===== src/rtl/vmov_pkg.sv =====
package vmov_pkg;

    typedef enum logic [1:0] {
        VL_128 = 2'd0,
        VL_256 = 2'd1,
        VL_512 = 2'd2,
        VL_BAD = 2'd3
    } vlen_e;

    typedef enum logic [1:0] {
        FORM_COPY  = 2'd0,
        FORM_LOAD  = 2'd1,
        FORM_STORE = 2'd2,
        FORM_BAD   = 2'd3
    } form_e;

    typedef enum logic [1:0] {
        ENC_LEGACY = 2'd0,
        ENC_PLAIN  = 2'd1,
        ENC_MASKED = 2'd2,
        ENC_BAD    = 2'd3
    } enc_e;

endpackage


===== src/rtl/vmov_decode.sv =====
module vmov_decode
    import vmov_pkg::*;
#(
    parameter int MAX_LANES = 16
) (
    input  logic [1:0]           vl_sel,
    input  logic [1:0]           form_sel,
    input  logic [1:0]           enc_sel,
    input  logic [3:0]           rsvd_field,
    input  logic                 mask_en,
    output logic                 fault,
    output logic [MAX_LANES-1:0] lane_active,
    output logic                 mask_on,
    output logic                 is_store,
    output logic                 clr_upper
);
    localparam int SPAN_W     = $clog2(MAX_LANES) + 1;
    localparam int BASE_LANES = MAX_LANES / 4;

    logic [SPAN_W-1:0] span;
    logic              combo_bad;

    always_comb begin
        unique case (vl_sel)
            VL_128:  span = SPAN_W'(BASE_LANES);
            VL_256:  span = SPAN_W'(2 * BASE_LANES);
            default: span = SPAN_W'(MAX_LANES);
        endcase
    end

    for (genvar j = 0; j < MAX_LANES; j++) begin : g_span
        assign lane_active[j] = (SPAN_W'(j) < span);
    end

    always_comb begin
        combo_bad = 1'b0;
        if (vl_sel == VL_BAD || form_sel == FORM_BAD || enc_sel == ENC_BAD)
            combo_bad = 1'b1;
        if (enc_sel == ENC_LEGACY && vl_sel != VL_128)
            combo_bad = 1'b1;
        if (enc_sel == ENC_PLAIN && vl_sel == VL_512)
            combo_bad = 1'b1;
    end

    assign fault     = combo_bad || (rsvd_field != 4'b1111);
    assign mask_on   = (enc_sel == ENC_MASKED) && mask_en;
    assign is_store  = (form_sel == FORM_STORE);
    assign clr_upper = (enc_sel != ENC_LEGACY) && !is_store;

endmodule


===== src/rtl/vmov_lane.sv =====
module vmov_lane #(
    parameter int LANE_W = 32
) (
    input  logic [LANE_W-1:0] src,
    input  logic [LANE_W-1:0] dst,
    input  logic              active,
    input  logic              pick,
    input  logic              is_store,
    input  logic              clr_upper,
    input  logic              zero_mode,
    output logic [LANE_W-1:0] res
);
    always_comb begin
        if (active) begin
            if (pick)
                res = src;
            else if (!is_store && zero_mode)
                res = '0;
            else
                res = dst;
        end else begin
            res = clr_upper ? '0 : dst;
        end
    end
endmodule


===== src/rtl/vmove_mask_unit.sv =====
module vmove_mask_unit
    import vmov_pkg::*;
#(
    parameter int LANE_W    = 32,
    parameter int MAX_LANES = 16
) (
    input  logic                        clk,
    input  logic                        rst,
    input  logic                        in_valid,
    input  logic [LANE_W*MAX_LANES-1:0] src_vec,
    input  logic [LANE_W*MAX_LANES-1:0] dst_vec,
    input  logic [MAX_LANES-1:0]        lane_mask,
    input  logic                        mask_en,
    input  logic                        zero_sel,
    input  logic [1:0]                  vl_sel,
    input  logic [1:0]                  form_sel,
    input  logic [1:0]                  enc_sel,
    input  logic [3:0]                  rsvd_field,
    output logic                        out_valid,
    output logic [LANE_W*MAX_LANES-1:0] out_data,
    output logic                        out_fault
);
    localparam int MAX_W  = LANE_W * MAX_LANES;
    localparam int BASE_W = LANE_W * (MAX_LANES / 4);

    logic                 dec_fault;
    logic [MAX_LANES-1:0] lane_active;
    logic                 mask_on;
    logic                 is_store;
    logic                 clr_upper;
    logic [MAX_W-1:0]     lane_res;
    logic [MAX_W-1:0]     next_data;

    vmov_decode #(.MAX_LANES(MAX_LANES)) u_dec (
        .vl_sel      (vl_sel),
        .form_sel    (form_sel),
        .enc_sel     (enc_sel),
        .rsvd_field  (rsvd_field),
        .mask_en     (mask_en),
        .fault       (dec_fault),
        .lane_active (lane_active),
        .mask_on     (mask_on),
        .is_store    (is_store),
        .clr_upper   (clr_upper)
    );

    for (genvar j = 0; j < MAX_LANES; j++) begin : g_lane
        vmov_lane #(.LANE_W(LANE_W)) u_lane (
            .src       (src_vec[j*LANE_W +: LANE_W]),
            .dst       (dst_vec[j*LANE_W +: LANE_W]),
            .active    (lane_active[j]),
            .pick      (!mask_on || lane_mask[j]),
            .is_store  (is_store),
            .clr_upper (clr_upper),
            .zero_mode (zero_sel),
            .res       (lane_res[j*LANE_W +: LANE_W])
        );
    end

    assign next_data = dec_fault ? dst_vec : lane_res;

    always_ff @(posedge clk) begin
        if (rst) begin
            out_valid <= 1'b0;
            out_data  <= '0;
            out_fault <= 1'b0;
        end else begin
            out_valid <= in_valid;
            if (in_valid) begin
                out_data  <= next_data;
                out_fault <= dec_fault;
            end
        end
    end


    valid_follow_chk: assert property (@(posedge clk) disable iff (rst)
        in_valid |=> out_valid);


    idle_hold_chk: assert property (@(posedge clk) disable iff (rst)
        !in_valid |=> (!out_valid && $stable(out_data) && $stable(out_fault)));


    rsvd_fault_chk: assert property (@(posedge clk) disable iff (rst)
        (in_valid && rsvd_field != 4'b1111) |=> (out_fault && out_data == $past(dst_vec)));


    ext_upper_zero_chk: assert property (@(posedge clk) disable iff (rst)
        (in_valid && !dec_fault && enc_sel != ENC_LEGACY && form_sel != FORM_STORE
         && vl_sel == VL_128) |=> (out_data[MAX_W-1:BASE_W] == '0));


    store_upper_keep_chk: assert property (@(posedge clk) disable iff (rst)
        (in_valid && !dec_fault && form_sel == FORM_STORE && vl_sel == VL_128)
        |=> (out_data[MAX_W-1:BASE_W] == $past(dst_vec[MAX_W-1:BASE_W])));


    legacy_upper_keep_chk: assert property (@(posedge clk) disable iff (rst)
        (in_valid && !dec_fault && enc_sel == ENC_LEGACY && form_sel != FORM_STORE)
        |=> (out_data[MAX_W-1:BASE_W] == $past(dst_vec[MAX_W-1:BASE_W])));

endmodule


===== config.mk =====
export PLATFORM = sky130hd
export DESIGN_NAME = vmove_mask_unit
export DESIGN_NICKNAME = d
export VERILOG_FILES = /design/src/rtl/vmov_pkg.sv /design/src/rtl/vmov_decode.sv /design/src/rtl/vmov_lane.sv /design/src/rtl/vmove_mask_unit.sv
export SDC_FILE = /design/constraint.sdc
export NUM_CORES = 1
export LEC_CHECK = 0
export BUFFER_PORTS_ARGS = -buffer_cell sky130_fd_sc_hd__buf_2
export CORE_AREA = 4 4 604 606
export DETAILED_ROUTE_END_ITERATION = 6
export DIE_AREA = 0 0 608 610
export PLACE_DENSITY = 0.3
export SLEW_MARGIN = 15
export SYNTH_ARGS = -nofsm -noshare
export SYNTH_HDL_FRONTEND = slang
export SYNTH_SLANG_ARGS = --single-unit

===== constraint.sdc =====
create_clock -name clk -period 3.5 [get_ports clk]
set_input_delay 0.7 -clock clk [delete_from_list [all_inputs] [get_ports clk]]
set_output_delay 0.7 -clock clk [all_outputs]
set_load 0.05 [all_outputs]

# == After elaboration in Yosys (flattened, before gate mapping) ==
# Cells that the tools add are included.
# totals
input_bits,1055
wordCells,127
reg_bits,514
output_inout_bits,514
# classes
n_mux,69
n_eq_ne,9
order_cmp,16
n_reduce_logical,30
# ops
op,n
2-to-1 mux 32 bit,64
2-to-1 mux 512 bit,1
less-than comparator 4 x 5 -> 1 bit (first input constant),8
less-than comparator 3 x 5 -> 1 bit (first input constant),4
logical OR 1 bit,19
equality test 2 bit (second input constant),6
less-than comparator 1 x 5 -> 1 bit (first input constant),2
less-than comparator 2 x 5 -> 1 bit (first input constant),2
one-hot mux 5 bit (2 select lines),1
logical AND 1 bit,5
equality test 2 x 1 -> 1 bit (second input constant),2
logical NOT 2 bit,2
inequality test 4 bit (second input constant),1
nonzero test 2 bit,2
2-to-1 mux 1 bit,3
logical NOT 1 bit,2

# == Longest topological paths before layout ==
# Gate-level depths: netlist (run 1).
# logic_depth
ltp_word,8
depth_mapped,9
depth_no_buf,7

# == Cells and area by module ==
# A second synthesis (run 1) with hierarchy kept.
# unflattened
hier_cells,3015
area_unflattened_um2,29523.3
# by_module_without_submodules
mod,area_each_um2,instances,cells_per_inst,seq_area_each_um2
vmove_mask_unit,22876.9,1,2298,10289.9
vmov_lane,402.9,16,43,0.0
vmov_decode,200.2,1,29,0.0

# == Worst setup path after synthesis (run 1) ==
# No wires, ideal clock.
# synth_timing
path_type,input -> register
start,in vl_sel[0]
end,reg out_data[312]
path_slack_ps,832
setup_ps,60
path_buffers,3
path_stages,9
t_arrival_ps,2607
required_time_ps,3440
path_cell_list,nor2_1 > inv_1 > ha_1 > or4_1 > buf_2 > buf_6 > buf_6 > o31ai_1 > a311o_1
# synth_via
elab_chain_cells,8
# synth_rtl
element,line,text
start: declaration,vmove_mask_unit.sv:15,"input logic [1:0] vl_sel,"
"parallel branches: the longest is 7 deep, another holds less-than comparator 4 x 5 -> 1 bit",--,
2-to-1 mux 512 bit (*),vmove_mask_unit.sv:60,assign next_data = dec_fault ? dst_vec : lane_res;
end signal: assignment,vmove_mask_unit.sv:70,out_data <= next_data;
end: declaration,vmove_mask_unit.sv:20,"output logic [LANE_W*MAX_LANES-1:0] out_data,"
# Every way passes the cells marked *.
# A chain may end at the register's enable or synchronous reset.

# == Worst setup path after layout (run 1) ==
# layout_timing
start,in rsvd_field[3]
end,reg out_data[427]
# layout_via
elab_chain_cells,3
# layout_rtl
element,line,text
start: declaration,vmove_mask_unit.sv:18,"input logic [3:0] rsvd_field,"
inequality test 4 bit,vmov_decode.sv:45,assign fault = combo_bad || (rsvd_field != 4'b1111);
logical OR 1 bit,vmov_decode.sv:45,
2-to-1 mux 512 bit,vmove_mask_unit.sv:60,
# Every way passes these cells.

==> results.yml, run 1 <==
cts:
  tritoncts.num_buffers: 86
  clkTransAtPathRegs_ns: 0.06
  postCtsHoldBufs: 23
  post_cts_buffers: 0
  clock_sinks: 514
  clkLatencyLatePin_ns: 0.77
  cts_htree_levels: 3
  clock_path_buffers: 4
  clk_root_buffer_cell: "clkbuf_16"
  cts_resized: 0
  cts_tree: "built"
power_and_ir_drop:
  pwr-share-comb_pct: 26.4
  power.leakage_nw: 19.4
  internal-power_mw: 13.4
  switching_power_mw: 8.02
  p_seq_share_pct: 31.1
  vdd_ir_drop_max_mv: 0.293
  power.density_nw_per_um2: 478
  p_sw_share_pct: 37.4
  pwr-share-clk_pct: 42.4
run:
  maxCapViolations: 0
grt:
  busiest_layer: "met2"
  gr-usage-met3_pct: 6.19
  grtUsageMet1_pct: 18.8
  overflow: 0
  grtUsageTotal_pct: 15.8
  antenna_found_initial: 337
  grt_pass1_wl_um: 388000
  grt_pass1_vias: 34500
  use_met2_pct: 26.3
  grt_max_degree: 198
logic_synthesis:
  synth_edf_count: 0
  ys_ff_latch: 514
  synthTopCellsByArea: "dfxtp_1 (38%), nor2_1 (8.2%), o31ai_1 (6.2%)"
  synth_top_area_share_pct: 37.7
  ys_warn_count: 0
  synth_area_per_cell_um2: 8.12
  netlist.top_cell.by_area: "dfxtp_1"
  synth.cell_area_um2: 27300
  synth.net_count: 4422
  synth_cell_types: 42
  synthFlopType: "dfxtp_1"
  async_flop_share_pct: 0
  syn-instance-count: 3366
  seq_area_frac_synth_pct: 37.7
run_status:
  status: "completed"
route:
  initialDrtViolationCount: 3436
  routed_wl_um: 311000
  drt_first_pass_iters: 6
  drc: 0
  vias_per_cell: 3.76
  ant_nets: 0
  drt-wirelength-per-cell_um: 32.0
  vias: 36600
hold_path:
  hp-class: "input port to register"
sta:
  finalHoldViolCount: 0
  slew-limit-headroom_pct: 15.9
  skew_ns: 0
  fin_tns_setup_ns: 0
  setup_viol: 0
  period_share_pct: 80.2
  postLayoutSetupSlackWorst_ns: 0.693
  slew_viol_final: 0
  min_period_ns: 2.81
  max_freq_mhz: 356
  rsz0062_at_grt: "no"
  tightest_slew_ns: 1.26
layout:
  nets: 5881
  stdcell_area_um2: 44800
  fillers: 41800
  area_delta_synth_final_pct: 64.0
  drive_above_1_share_pct: 38.8
critical_path:
  arrival_ns: 3.51
  worst_setup_path_end_kind: "register"
  critical_path.cell_chain: "buf_2 > and4_1 > buf_4 > nand4_1 > buf_12 > buf_12 > o31ai_1 > a22o_1"
  r2r_setup_slack_ns: 2.26
  path_common_cell: "buf_12"
  slowest_stage: "o31ai_1"
  start_kind: "input port"
  cp_max_fo: 71
  cpPeakStageDelay_ns: 0.76
  crit_type: "input port to register"
  critPathRequiredTime_ns: 4.21
floorplan:
  rows: 220
  pin_count: 1569
  start_util_pct: 7.61
  dieWidth_um: 608
  core_um2: 359000
  die-height_um: 610
  dieArea_um2: 371000
placed_design:
  portBuffers: 1568
  place_area_um2: 41600
  hpwl_um: 260000
  dp_slack_ns: 0.149
  gp_congestion: 0.915
critical path, delay by kind of cell:
kind,cells,cell delay [ns]
buffers and inverters,4,0.88
AO/OA/AOI/OAI,2,1.02
AND/OR/NAND/NOR,2,0.59
synthesized netlist by cell type, types with 13 or more instances:
cell type,instances
a21boi_0,86
nand3_1,100
buf_1,13
and2_1,128
clkbuf_1,327
a211oi_1,32
o311ai_0,31
nand2b_1,34
a22o_1,128
a21oi_1,36
a311o_1,96
buf_2,28
a311oi_1,91
dfxtp_1,514
nor2_1,596
a211o_1,128
a221o_1,160
o21a_1,65
inv_1,132
o31ai_1,224
o21ai_0,162
or3_1,101
nand2_1,101
stage by stage:
| step | utilization (%) | power [mW] | std cells | hold WS (ns) |
|---|---|---|---|---|
| floorplan | - | 9.91 | 3366 | 0.693 |
| global placement | 11.6 | 12.4 | 9487 | 0.459 |
| detailed placement | 11.6 | 12.5 | 9487 | 0.464 |
| CTS | 12.4 | 21.9 | 9650 | 0.0000919 |
| global route | 12.5 | 22.3 | 9682 | 0.0404 |
| finish | 12.5 | 21.4 | 9729 | 0.109 |
power groups by stage:
stage / clock network (mW) / logic, mW / registers [mW]
5_1_grt: 9.64 / 5.93 / 6.72
3_5_place_dp: 0 / 5.68 / 6.78
2_1_floorplan: 0 / 1.45 / 8.46
4_1_cts: 9.48 / 5.72 / 6.66
6_report: 9.09 / 5.66 / 6.67
3_3_place_gp: 0 / 5.65 / 6.78
area by class of cell:
type                    count  area [um^2]  share of cell area [%]
clock buffers             114         2440                    5.44
well taps                4773         5970                    13.3
diodes                     79          198                   0.441
clock inverters            26          387                   0.863
multi-input cells        2347        15300                    34.1
flip-flops and latches    514        10300                    23.0
repair buffers           1744         9730                    21.7
inverters                 132          495                    1.11
cells by family (layout without fill, tap and decap cells):
group | count (synthesis) | in the layout | synth area share, %
and+or+nand+nor | 1083 | 1083 | 18.1
adders and majority gates | 1 | 1 | 0.0458
DFF | 514 | 514 | 37.7
AOI/OAI and AO/OA | 1263 | 1263 | 37.0
other | 0 | 79 | 0
buffers and inverters | 505 | 2016 | 7.20
metal layers:
metal  part of all wire, %  wire (um)
met3                   9.9      30600
met2                    47     145000
met1                    40     124000
met4                   3.5      10800
met5                  0.33       1040
placed cells by master (no fill, tap or decap), types with 31 or more instances in the layout:
master     count
o21ai_0      161
a22o_1       128
or3_1        101
and2_1       128
diode_2       79
nor2_1       580
nand2_1      101
o21a_1        65
a21boi_0      86
dfxtp_1      514
a211o_1      128
a211oi_1      32
o311ai_0      31
inv_1        132
buf_2       1566
o31ai_1      223
buf_12        39
a21oi_1       31
a311oi_1      91
buf_4        114
clkbuf_16     86
nand2b_1      33
a311o_1       96
nand3_1       97
a221o_1      160
path summary, 6_finish.rpt:
check / startpoint / to / cells after the start
setup / recovery: rsvd_field[3] / out_data[427]$_SDFFE_PP0P_ / 8
hold reg to reg: out_data[46]$_SDFFE_PP0P_ / out_data[46]$_SDFFE_PP0P_ / 2
setup reg to reg: out_data[299]$_SDFFE_PP0P_ / out_data[299]$_SDFFE_PP0P_ / 5
hold / removal: dst_vec[507] / out_data[507]$_SDFFE_PP0P_ / 2
sequential cells by signal (all words and copies together), names as in the netlist:
| register | count |
|---|---|
| out_valid | 1 |
| out_data | 512 |
| out_fault | 1 |
No activity file was read; power rests on OpenSTA's default activity.
==> run 2, diff against run 1 <==
--- a/config.mk
+++ b/config.mk
@@ -6,9 +6,9 @@
 export NUM_CORES = 1
 export LEC_CHECK = 0
 export BUFFER_PORTS_ARGS = -buffer_cell sky130_fd_sc_hd__buf_2
-export CORE_AREA = 4 4 604 606
+export CORE_AREA = 4 4 614 616
 export DETAILED_ROUTE_END_ITERATION = 6
-export DIE_AREA = 0 0 608 610
+export DIE_AREA = 0 0 618 620
 export PLACE_DENSITY = 0.3
 export SLEW_MARGIN = 15
 export SYNTH_ARGS = -nofsm -noshare
==> constraint.sdc (replaced) <==
create_clock -name clk -period 2.4 [get_ports clk]
set_input_delay 0.48 -clock clk [delete_from_list [all_inputs] [get_ports clk]]
set_output_delay 0.48 -clock clk [all_outputs]
set_load 0.05 [all_outputs]
==> run 2 against run 1 <==
  * Global-route usage rose by 0.12 points
  * Count of clock-buffer cells in the layout is 3 higher
  * Combinational power rose by 70%
  * First-iteration DRC count decreased by 14%
  * Register-to-register slack got worse by 1.6 ns
  * Utilization is 2.0 points higher
  * Highest routed layer unchanged
==> results.yml, run 2 (synthesis gave the netlist of run 1 again) <==
sta:
  skew_ns: 0
  min_period_ns: 2.37
  rsz0062_at_grt: "no"
  tightest_slew_ns: 0.792
  finalHoldViolCount: 0
  slew-limit-headroom_pct: 46.8
  postLayoutSetupSlackWorst_ns: 0.0326
  setup_viol: 0
  period_share_pct: 98.6
  fin_tns_setup_ns: 0
  timing.hold.ws_ns: 0.0886
  slew_viol_final: 0
  max_freq_mhz: 422
route:
  ant_nets: 0
  routed_wl_um: 323000
  vias: 39700
  initialDrtViolationCount: 2972
  drt_first_pass_iters: 7
  drt-wirelength-per-cell_um: 29.9
  vias_per_cell: 3.68
  drc: 0
cts:
  clkTransAtPathRegs_ns: 0.05
  clock_sinks: 514
  clock_path_buffers: 4
  tritoncts.num_buffers: 83
  cts_tree: "built"
  clkLatencyLatePin_ns: 0.76
  cts_htree_levels: 3
  clk_root_buffer_cell: "clkbuf_16"
  post_cts_buffers: 0
placed_design:
  hpwl_um: 273000
  place_area_um2: 43200
  gp_congestion: 0.979
  dp_slack_ns: -0.521
  portBuffers: 1568
grt:
  overflow: 0
  grt_max_degree: 148
  antenna_found_initial: 340
  grt_pass1_wl_um: 406000
  grtUsageTotal_pct: 15.9
  grt_pass1_vias: 38600
critical_path:
  critical_path.cell_chain: "buf_2 > buf_12 > nand2_1 > nand3_4 > buf_8 > nor3_4 > buf_12 > buf_12 > nand3_1 > a311oi_1 > dlygate4sd3_1"
  startpoint: "enc_sel[1]"
  critPathRequiredTime_ns: 3.10
  worst_setup_path_end_kind: "register"
  crit_family: "buffers and inverters"
  r2r-start: "out_data[276]$_SDFFE_PP0P_"
  slowest_stage: "dlygate4sd3_1"
  cp_max_fo: 37
  arrival_ns: 3.07
  start_kind: "input port"
  crit_type: "input port to register"
  path_common_cell: "buf_12"
  cpPeakStageDelay_ns: 0.60
  critPathBufInv: 6
layout:
  layout_commonest_cell: "buf_2"
  largest_register: "out_data"
  drive_above_1_share_pct: 34.8
  final_cell_mix: "buf_2 (1,566), dlygate4sd3_1 (750), nor2_1 (579)"
  area_delta_synth_final_pct: 96.2
  reg.largest.list: "out_data x512, out_fault x1, out_valid x1"
  fillers: 42600
  largest_reg_flops: 512
  stdcell_area_um2: 53600
  nets: 6713
power_and_ir_drop:
  vdd_ir_drop_max_mv: 0.469
  p_total_mw: 32.0
  power.density_nw_per_um2: 596
  power.leakage_nw: 23.4
floorplan:
  pin_count: 1569
  core_um2: 371000
  dieArea_um2: 383000
  start_util_pct: 7.36
  rows: 224
  dieWidth_um: 618
  die-height_um: 620
hold_path:
  hp-start: "dst_vec[63]"
  hp-class: "input port to register"
run:
  maxCapViolations: 0
run_status:
  status: "completed"
run 2: layout make-up:
cell class	instances	area [um^2]	area share, %
clock inverter	22	269	0.502
sequential	514	10300	19.2
tap	4972	6220	11.6
antenna	124	310	0.579
timing repair buffer	2579	18400	34.2
inverter	132	495	0.924
multi-input combinational	2347	15300	28.6
clock buffer	117	2360	4.40
run 2: layer usage:
metal  vias to the layer above  routed length [um]  global-route usage, %  share of wire, %
li1                      17300                   -                      -                 -
met1                     19500              124000                   18.3                38
met2                      1977              151000                   26.6                47
met3                       744               32200                   6.52                10
met4                       186               14100                   5.66               4.4
met5                         -                1220                      0              0.38
run 2: power by group:
group	switching (mW)	internal, mW	total, mW
Sequential	0.456	9.28	9.73
Combinational	6.29	3.34	9.63
Clock	5.27	7.34	12.6
run 2: repair_timing:
item	in CTS	in global routing
hold buffers	750	0
resized for setup	0	5
endpoints found under the setup margin	0	58
hold endpoints to repair	510	0
run 2: metrics by stage:
stage,util [%],cells
floorplan,-,3366
global placement,11.6,9794
detailed placement,11.6,9794
CTS,14.4,10700
global route,14.4,10800
finish,14.4,10800
run 2: worst min-delay path: stages:
cell and delay, ns:
buf_2 0.12, o21ai_0 0.11, a311oi_1 0.10
run 2: worst paths after layout:
| kind | endpoint | slack, ns | cells past startpoint |
|---|---|---|---|
| hold / removal | out_data[63]$_SDFFE_PP0P_ | 0.09 | 3 |
| setup / recovery | out_data[118]$_SDFFE_PP0P_ | 0.03 | 11 |
| setup reg to reg | out_data[276]$_SDFFE_PP0P_ | 0.70 | 6 |
| hold reg to reg | out_data[89]$_SDFFE_PP0P_ | 0.47 | 2 |
